==> src/rtl/sio_pkg.sv <==
// Shared register offsets and bit positions for the serial FIFO unit.
// Assumes a byte-addressed register port with 32-bit registers.
package sio_pkg;
    localparam int ADDR_W = 6;

    localparam logic [ADDR_W-1:0] OFS_MODE  = 6'h00;
    localparam logic [ADDR_W-1:0] OFS_CTRL  = 6'h08;
    localparam logic [ADDR_W-1:0] OFS_STAT  = 6'h0C;
    localparam logic [ADDR_W-1:0] OFS_RXLVL = 6'h10;
    localparam logic [ADDR_W-1:0] OFS_TXLVL = 6'h14;
    localparam logic [ADDR_W-1:0] OFS_RXWIN = 6'h18;
    localparam logic [ADDR_W-1:0] OFS_TXWIN = 6'h1C;
    localparam logic [ADDR_W-1:0] OFS_TRIG  = 6'h20;

    localparam int B_RXTRG  = 0;
    localparam int B_TXTRG  = 4;
    localparam int B_XEND   = 8;
    localparam int B_TXEND  = 9;
    localparam int B_OVER   = 12;
    localparam int B_UNDER  = 13;
    localparam int B_TRGEN  = 19;
    localparam int B_WIDE   = 5;
    localparam int B_SNDRCV = 6;

    localparam logic [31:0] FLAG_MASK = (32'd1 << B_RXTRG) | (32'd1 << B_TXTRG) |
                                        (32'd1 << B_XEND)  | (32'd1 << B_TXEND) |
                                        (32'd1 << B_OVER)  | (32'd1 << B_UNDER);
    localparam logic [31:0] CTRL_MASK = FLAG_MASK | (32'd1 << B_TRGEN);
    localparam logic [31:0] MODE_MASK = (32'd1 << B_WIDE) | (32'd1 << B_SNDRCV);
endpackage

==> src/rtl/sio_fifo.sv <==
// Circular queue with a run-time capacity limit.
// Assumes DEPTH is a power of two and cap <= DEPTH. Pushes when full and
// pops when empty are ignored; flush wins over both.
module sio_fifo #(
    parameter int DEPTH = 32,
    parameter int W     = 16,
    localparam int AW   = $clog2(DEPTH),
    localparam int CW   = $clog2(DEPTH + 1)
) (
    input  logic          clk,
    input  logic          rst_n,
    input  logic          flush,
    input  logic          push,
    input  logic          pop,
    input  logic [CW-1:0] cap,
    input  logic [W-1:0]  wdata,
    output logic [W-1:0]  rdata,
    output logic [CW-1:0] count,
    output logic          full,
    output logic          empty
);
    logic [W-1:0]  mem [DEPTH];
    logic [AW-1:0] wr_ptr, rd_ptr;
    logic          do_push, do_pop;

    assign full    = (count >= cap);
    assign empty   = (count == '0);
    assign do_push = push && !full;
    assign do_pop  = pop && !empty;
    assign rdata   = mem[rd_ptr];

    // Pointer and occupancy tracking.
    always_ff @(posedge clk) begin
        if (!rst_n || flush) begin
            wr_ptr <= '0;
            rd_ptr <= '0;
            count  <= '0;
        end else begin
            if (do_push) wr_ptr <= wr_ptr + 1'b1;
            if (do_pop)  rd_ptr <= rd_ptr + 1'b1;
            count <= count + CW'(do_push) - CW'(do_pop);
        end
    end

    // Entry storage write.
    always_ff @(posedge clk) begin
        if (do_push && !flush) mem[wr_ptr] <= wdata;
    end


    cnt_bound_chk: assert property (@(posedge clk) disable iff (!rst_n)
        count <= CW'(DEPTH));

    full_drop_chk: assert property (@(posedge clk) disable iff (!rst_n)
        (push && full && !pop && !flush) |=> (count == $past(count)));

    flush_empty_chk: assert property (@(posedge clk) disable iff (!rst_n)
        flush |=> (count == '0));
endmodule

==> src/rtl/sio_flags.sv <==
// Sticky event flags with write-one-to-clear and an enable-gated interrupt.
// Assumes set and clr are single-cycle vectors; set wins over clr.
module sio_flags #(
    parameter int          NB   = 32,
    parameter logic [31:0] KEEP = sio_pkg::FLAG_MASK
) (
    input  logic          clk,
    input  logic          rst_n,
    input  logic [NB-1:0] set,
    input  logic [NB-1:0] clr,
    input  logic [NB-1:0] en,
    output logic [NB-1:0] stat,
    output logic          irq
);
    // Flag register update.
    always_ff @(posedge clk) begin
        if (!rst_n) stat <= '0;
        else        stat <= ((stat & ~clr) | set) & KEEP[NB-1:0];
    end

    assign irq = |(stat & en);


    w1c_clear_chk: assert property (@(posedge clk) disable iff (!rst_n)
        (|clr) |=> ((stat & $past(clr) & ~$past(set)) == '0));

    irq_raise_chk: assert property (@(posedge clk) disable iff (!rst_n)
        (|(set & KEEP[NB-1:0] & en)) && $stable(en) |=> irq);
endmodule

==> src/rtl/sio_fifo_irq.sv <==
// Transmit/receive queues and interrupt status for a clocked serial port.
// Assumes the shift engine strobes tx_pop/rx_push for one cycle per word and
// that software flushes both queues before changing the entry width.
module sio_fifo_irq #(
    parameter int FIFO_BYTES = 32,
    parameter int WORD_W     = 16,
    localparam int ENT       = FIFO_BYTES,
    localparam int CW        = $clog2(ENT + 1),
    localparam int MAXTRG    = $clog2(ENT),
    localparam int HALF      = FIFO_BYTES / 2
) (
    input  logic              clk,
    input  logic              rst_n,
    input  logic              reg_wr,
    input  logic              reg_rd,
    input  logic [5:0]        reg_addr,
    input  logic [31:0]       reg_wdata,
    output logic [31:0]       reg_rdata,
    input  logic              tx_pop,
    output logic [WORD_W-1:0] tx_word,
    output logic              tx_ready,
    input  logic              rx_push,
    input  logic [WORD_W-1:0] rx_word,
    input  logic              xfer_done,
    output logic              irq
);
    import sio_pkg::*;

    logic [31:0]       mode_r, ctrl_r, stat;
    logic [2:0]        trg_r;
    logic              wide;
    logic [CW-1:0]     cap, thr;
    logic [CW-1:0]     tx_cnt, rx_cnt;
    logic              tx_full, tx_empty, rx_full, rx_empty;
    logic [WORD_W-1:0] rx_head, tx_in, rx_in;
    logic [31:0]       set_v, clr_v;
    logic [CW:0]       tx_bytes, rx_bytes, tx_after;

    function automatic logic [CW:0] to_bytes(input logic [CW-1:0] n, input logic w);
        return w ? {n, 1'b0} : {1'b0, n};
    endfunction

    function automatic logic [WORD_W-1:0] fit(input logic [WORD_W-1:0] d, input logic w);
        return w ? d : (d & WORD_W'(8'hFF));
    endfunction

    assign wide = mode_r[B_WIDE];
    assign cap  = wide ? CW'(ENT / 2) : CW'(ENT);
    assign thr  = (trg_r >= 3'(MAXTRG)) ? CW'(ENT) : (CW'(1) << trg_r);

    // Configuration registers.
    always_ff @(posedge clk) begin
        if (!rst_n) begin
            mode_r <= '0;
            ctrl_r <= '0;
            trg_r  <= '0;
        end else if (reg_wr) begin
            if (reg_addr == OFS_MODE) mode_r <= reg_wdata & MODE_MASK;
            if (reg_addr == OFS_CTRL) ctrl_r <= reg_wdata & CTRL_MASK;
            if (reg_addr == OFS_TRIG) trg_r  <= reg_wdata[2:0];
        end
    end

    assign tx_in = fit(reg_wdata[WORD_W-1:0], wide);
    assign rx_in = fit(rx_word, wide);

    sio_fifo #(.DEPTH(ENT), .W(WORD_W)) u_txq (
        .clk(clk), .rst_n(rst_n),
        .flush(reg_wr && reg_addr == OFS_TXLVL),
        .push(reg_wr && reg_addr == OFS_TXWIN),
        .pop(tx_pop), .cap(cap), .wdata(tx_in),
        .rdata(tx_word), .count(tx_cnt), .full(tx_full), .empty(tx_empty)
    );

    sio_fifo #(.DEPTH(ENT), .W(WORD_W)) u_rxq (
        .clk(clk), .rst_n(rst_n),
        .flush(reg_wr && reg_addr == OFS_RXLVL),
        .push(rx_push),
        .pop(reg_rd && reg_addr == OFS_RXWIN), .cap(cap), .wdata(rx_in),
        .rdata(rx_head), .count(rx_cnt), .full(rx_full), .empty(rx_empty)
    );

    assign tx_ready = !tx_empty;
    assign tx_bytes = to_bytes(tx_cnt, wide);
    assign rx_bytes = to_bytes(rx_cnt, wide);
    assign tx_after = to_bytes(tx_cnt - CW'(1), wide);

    // Event detection feeding the flag register.
    always_comb begin
        set_v          = '0;
        set_v[B_RXTRG] = ctrl_r[B_TRGEN] && (rx_cnt >= thr);
        set_v[B_TXTRG] = tx_pop && !tx_empty && (tx_after <= (CW+1)'(HALF));
        set_v[B_XEND]  = xfer_done;
        set_v[B_TXEND] = tx_pop && (tx_cnt == CW'(1));
        set_v[B_OVER]  = rx_push && rx_full;
        set_v[B_UNDER] = tx_pop && tx_empty && mode_r[B_SNDRCV];
    end

    assign clr_v = (reg_wr && reg_addr == OFS_STAT) ? reg_wdata : '0;

    sio_flags #(.NB(32), .KEEP(FLAG_MASK)) u_flags (
        .clk(clk), .rst_n(rst_n), .set(set_v), .clr(clr_v),
        .en(ctrl_r & FLAG_MASK), .stat(stat), .irq(irq)
    );

    // Register read multiplexer.
    always_comb begin
        case (reg_addr)
            OFS_MODE:  reg_rdata = mode_r;
            OFS_CTRL:  reg_rdata = ctrl_r;
            OFS_STAT:  reg_rdata = stat;
            OFS_RXLVL: reg_rdata = 32'(rx_bytes);
            OFS_TXLVL: reg_rdata = 32'(tx_bytes);
            OFS_RXWIN: reg_rdata = rx_empty ? 32'd0 : 32'(rx_head);
            OFS_TRIG:  reg_rdata = {29'd0, trg_r};
            default:   reg_rdata = 32'd0;
        endcase
    end


    underrun_flag_chk: assert property (@(posedge clk) disable iff (!rst_n)
        (tx_pop && !tx_ready && mode_r[B_SNDRCV]) |=> stat[B_UNDER]);

    overflow_flag_chk: assert property (@(posedge clk) disable iff (!rst_n)
        (rx_push && rx_cnt == cap) |=> stat[B_OVER]);

    txend_flag_chk: assert property (@(posedge clk) disable iff (!rst_n)
        (tx_pop && tx_cnt == CW'(1) && !(reg_wr && reg_addr == OFS_TXWIN)) |=> !tx_ready);
endmodule

==> config.mk <==
export PLATFORM = sky130hd
export DESIGN_NAME = sio_fifo_irq
export DESIGN_NICKNAME = d
export VERILOG_FILES = /design/src/rtl/sio_pkg.sv /design/src/rtl/sio_fifo.sv /design/src/rtl/sio_flags.sv /design/src/rtl/sio_fifo_irq.sv
export SDC_FILE = /design/constraint.sdc
export NUM_CORES = 1
export LEC_CHECK = 0
export BUFFER_PORTS_ARGS = -buffer_cell sky130_fd_sc_hd__buf_2
export CAP_MARGIN = 5
export CORE_ASPECT_RATIO = 1.2
export CORE_MARGIN = 10
export CORE_UTILIZATION = 65
export DETAILED_ROUTE_END_ITERATION = 16
export GPL_ROUTABILITY_DRIVEN = 0
export GPL_TIMING_DRIVEN = 0
export PLACE_DENSITY = 0.83
export SYNTH_ARGS = -nofsm -noshare
export SYNTH_HDL_FRONTEND = slang
export SYNTH_SLANG_ARGS = --single-unit
==> constraint.sdc <==
create_clock -name clk -period 7.4 [get_ports clk]
set_input_delay 1.11 -clock clk [delete_from_list [all_inputs] [get_ports clk]]
set_output_delay 1.11 -clock clk [all_outputs]
set_load 0.1 [all_outputs]
==> qor_table.md <==
| Item | Reported |
|---|---|
| Top library cells by usage in the layout, fill and taps aside | 1,024 x edfxtp_1, 312 x mux4_2, 98 x clkbuf_16 |
| Largest cells by area after synthesis | edfxtp_1 72%, mux4_2 16%, dfxtp_1 2.8% |
| Total gr overflow | 0 |
| Worst rel slew slack | 8.78% |
| Proportion of netlist area held by the largest area contributor | 72.2% |
| Layout overhead on the synthesized area | 14.1% |
| Yosys warning count | 0 |
| Skew-Pair Late Insertion Delay | 680 ps |
| Mean instance size in the synthesized netlist | 21.2 um2 |
| Initial core utilization | 65.8% |
| Multi-input gate area in the final layout | 10,300 um2 |
| Floorplan die height | 300 um |
| HPWL reported at the end of detailed placement | 73,600 um |
| Number of library cell types mapped by synthesis | 55 |
| Detailed-route wire length per cell | 36.1 um |
| Clock sink count | 1,084 |
| Overall fraction of global-route tracks in use | 30.5% |
| Unrepaired setup endpoints after global routing | false |
| Required time of the critical path | 6290 ps |
| Pin count of the biggest net entering global routing | 36 |
| Share of the clock period used by the worst path after layout | 80.0% |
| Area of all placed cells without fillers | 48,600 um2 |
| Data arrival time of the worst path | 4810 ps |
| Number of fillers in the final layout | 3,176 |
| Type of origin of the critical path | flip-flop |
| Clock share of power | 37.1% |
| Combinational family with the most area after synthesis | multiplexers |
| Fraction of the core area covered by cells at the end of the flow | 75.1% |
| Number of global-route vias before repair | 23,400 |
| Overall die width | 254 um |
| Worst min-delay path category | flip-flop to flip-flop |
| Number of gates resized after cts | 0 |
| Number of antenna-violating nets in the routed design | 0 |
| Combinational cell fraction of total power | 14.5% |
| Share of post-route cells with drive strength above 1 | 30.8% |
| Number of standard cells in the final layout excluding fillers | 3,169 |
| XOR/XNOR Fraction of Synth Area | 0.535% |
| Number of synthesized flops with an enable pin | 1,024 |
| Fin. max-slew vios | 0 |
| Maximum clock rate | 169 MHz |
| Prevailing post-synth register cell | edfxtp_1 |
| Via density | 7.12 |
| Slew at the pin closest to its max-slew limit | 1370 ps |
| Storage element area | 32,000 um2 |
| IR drop worst, VDD | 0.235 mV |
| Power per cell area | 289 nW/um2 |
| Detailed Route WL | 114,000 um |
| Type of the worst setup path | flip-flop to output port |
| Result of the run | finished clean |
| Final hold violations | 0 |
| Pwr Total | 14.0 mW |
| Synth async-reset ratio | 0% |
| Biggest area consumer among synthesized cells | edfxtp_1 |
| Synth Instances | 2,005 |
| First-pass GRT wire length | 164,000 um |
| Element type at the critical path end | output port |
| Register area share after synthesis | 75.0% |
| Cell at the root of the clock tree | clkbuf_16 |
| Number of storage elements in the synthesis netlist | 1,084 |
| Leakage | 15.2 nW |
| Count of vias placed by the detailed router | 22,600 |
| Total CTS buffers | 98 |
| Post-CTS setup buffer count | 0 |
| Core Footprint | 64,700 um2 |
| Worst slack at placement | 1800 ps |
| Starting DRC count in detailed routing | 3,246 |
| Hold Buf Count CTS | 0 |
| Remaining design rule violation count | 0 |
| Adder and majority gate portion of the synthesized area | 1.33% |
| Maximum Capacitance Violations | 0 |
| Maximum fanout along the worst path | 10 |
| Most common library cell in the layout ignoring fill and taps | edfxtp_1 |
| Multiplexer share of the synthesized area | 17.2% |
| Clk_skew | 28.4 ps |
| TNS Setup | 0 ps |
| Internal power consumption | 10.4 mW |
| Proportion of total power due to net switching | 25.8% |
| Final Net Count | 2,363 |
| Reg power frac | 48.5% |
| Clock tree from TritonCTS | done |
| Max H-tree Level | 3 |
| Site row count | 102 |
| Clock slew at reported path FFs | 70 ps |
| Final setup slack of the worst path | 1480 ps |
| Compound-cell area share of the yosys netlist | 1.68% |
| Area share of and/or/nand/nor cells after synthesis | 2.85% |
| Total cell area at the placement stage | 45,300 um2 |
| Number of antenna violations at the first check in global routing | 7 |
| Post-synthesis instance area | 42,600 um2 |
| Clock Tree Buf Depth | 3 |
| Minimum period implied by the final worst setup slack | 5920 ps |
| Post-placement cell count | 2,989 |
| Full die area | 76,200 um2 |
| Worst hold slack across all endpoints | 495 ps |
| Detailed Routing Iterations Pass 1 | 5 |
| Switch Pwr | 3.62 mW |
| Final Setup Violations | 0 |
| Count of boundary I/O pins | 111 |
| # port buffers | 79 |
final cells by class:
class,instances,area share (%)
sequential,1084,65.7
multi-input combinational,795,21.1
clock buffer,121,5.31
timing repair buffer,139,3.02
tap,832,2.14
clock inverter,55,1.43
buffer,110,1.00
inverter,30,0.232
antenna,3,0.0154
registers in the layout, summed over array words and instances, names as in the netlist, 5 cells and up, named ones only:
signal and flops:
u_rxq.mem 512, u_txq.mem 512, ctrl_r 7, u_flags.stat 6
u_rxq.count 6, u_txq.count 6, u_rxq.rd_ptr 5, u_rxq.wr_ptr 5
u_txq.rd_ptr 5, u_txq.wr_ptr 5
cell families after synthesis:
logic type	Yosys count
compound gates	109
other cells	1
mux	339
fa+ha+maj	44
flops	1084
buf+inv	140
xor+xnor	26
simple gates	262
cell usage after synthesis, types with 3 or more instances:
cell type,instances
o21ai_0,17
mux2_2,18
and2_1,18
a21oi_1,40
nor2_1,112
mux2i_1,9
a22oi_1,18
a21o_1,3
buf_1,20
ha_1,42
nor3_1,3
clkbuf_1,61
or3_1,4
xor2_1,14
a221oi_1,4
edfxtp_1,1024
nand2_1,68
xnor2_1,12
a222oi_1,3
and3_1,5
nand2b_1,3
buf_4,15
nand4_1,8
o21bai_1,3
a211oi_1,6
buf_2,14
nand3b_1,6
dfxtp_1,60
nand3_1,18
or3b_2,4
a32oi_1,5
mux4_2,312
inv_1,29
path summary, 6_finish.rpt:
path	depth (start not counted)	end	slack [ps]	start
worst max-delay path	9	reg_rdata[5]	1480	flip-flop
worst min-delay path	2	ctrl_r[12]$_SDFFE_PN0P_	500	ctrl_r[12]$_SDFFE_PN0P_
worst max register to register	9	u_rxq.mem[19][15]$_DFFE_PP_	3490	u_rxq.count[2]$_SDFF_PP0_
worst min register to register	2	ctrl_r[12]$_SDFFE_PN0P_	500	ctrl_r[12]$_SDFFE_PN0P_
power groups by stage:
stage / Combinational (mW) / Clock [mW] / Sequential (mW)
final: 2.03 / 5.20 / 6.80
after global routing: 2.12 / 5.42 / 6.80
after CTS: 2.02 / 5.21 / 6.80
after detailed placement: 1.98 / 0 / 6.92
after global placement: 1.90 / 0 / 6.92
after floorplan: 1.44 / 0 / 6.90
worst max-delay path, stage by stage (launching register included):
cell      delay [ps]
dfxtp_1          320
clkbuf_1         440
clkbuf_1         590
clkbuf_1         880
nor2_1           310
a211oi_1         450
a21oi_1           80
o21ai_0          270
a221o_1          300
buf_2            470
metal layers:
metal	GRT usage [%]	routed length, um	up-vias
li1	-	-	8779
met1	34.3	35600	11700
met2	53.0	60200	1712
met3	6.59	10700	421
met4	18.1	7910	8
met5	0	51	-
Note: power is estimated with default switching activity, not from simulation.
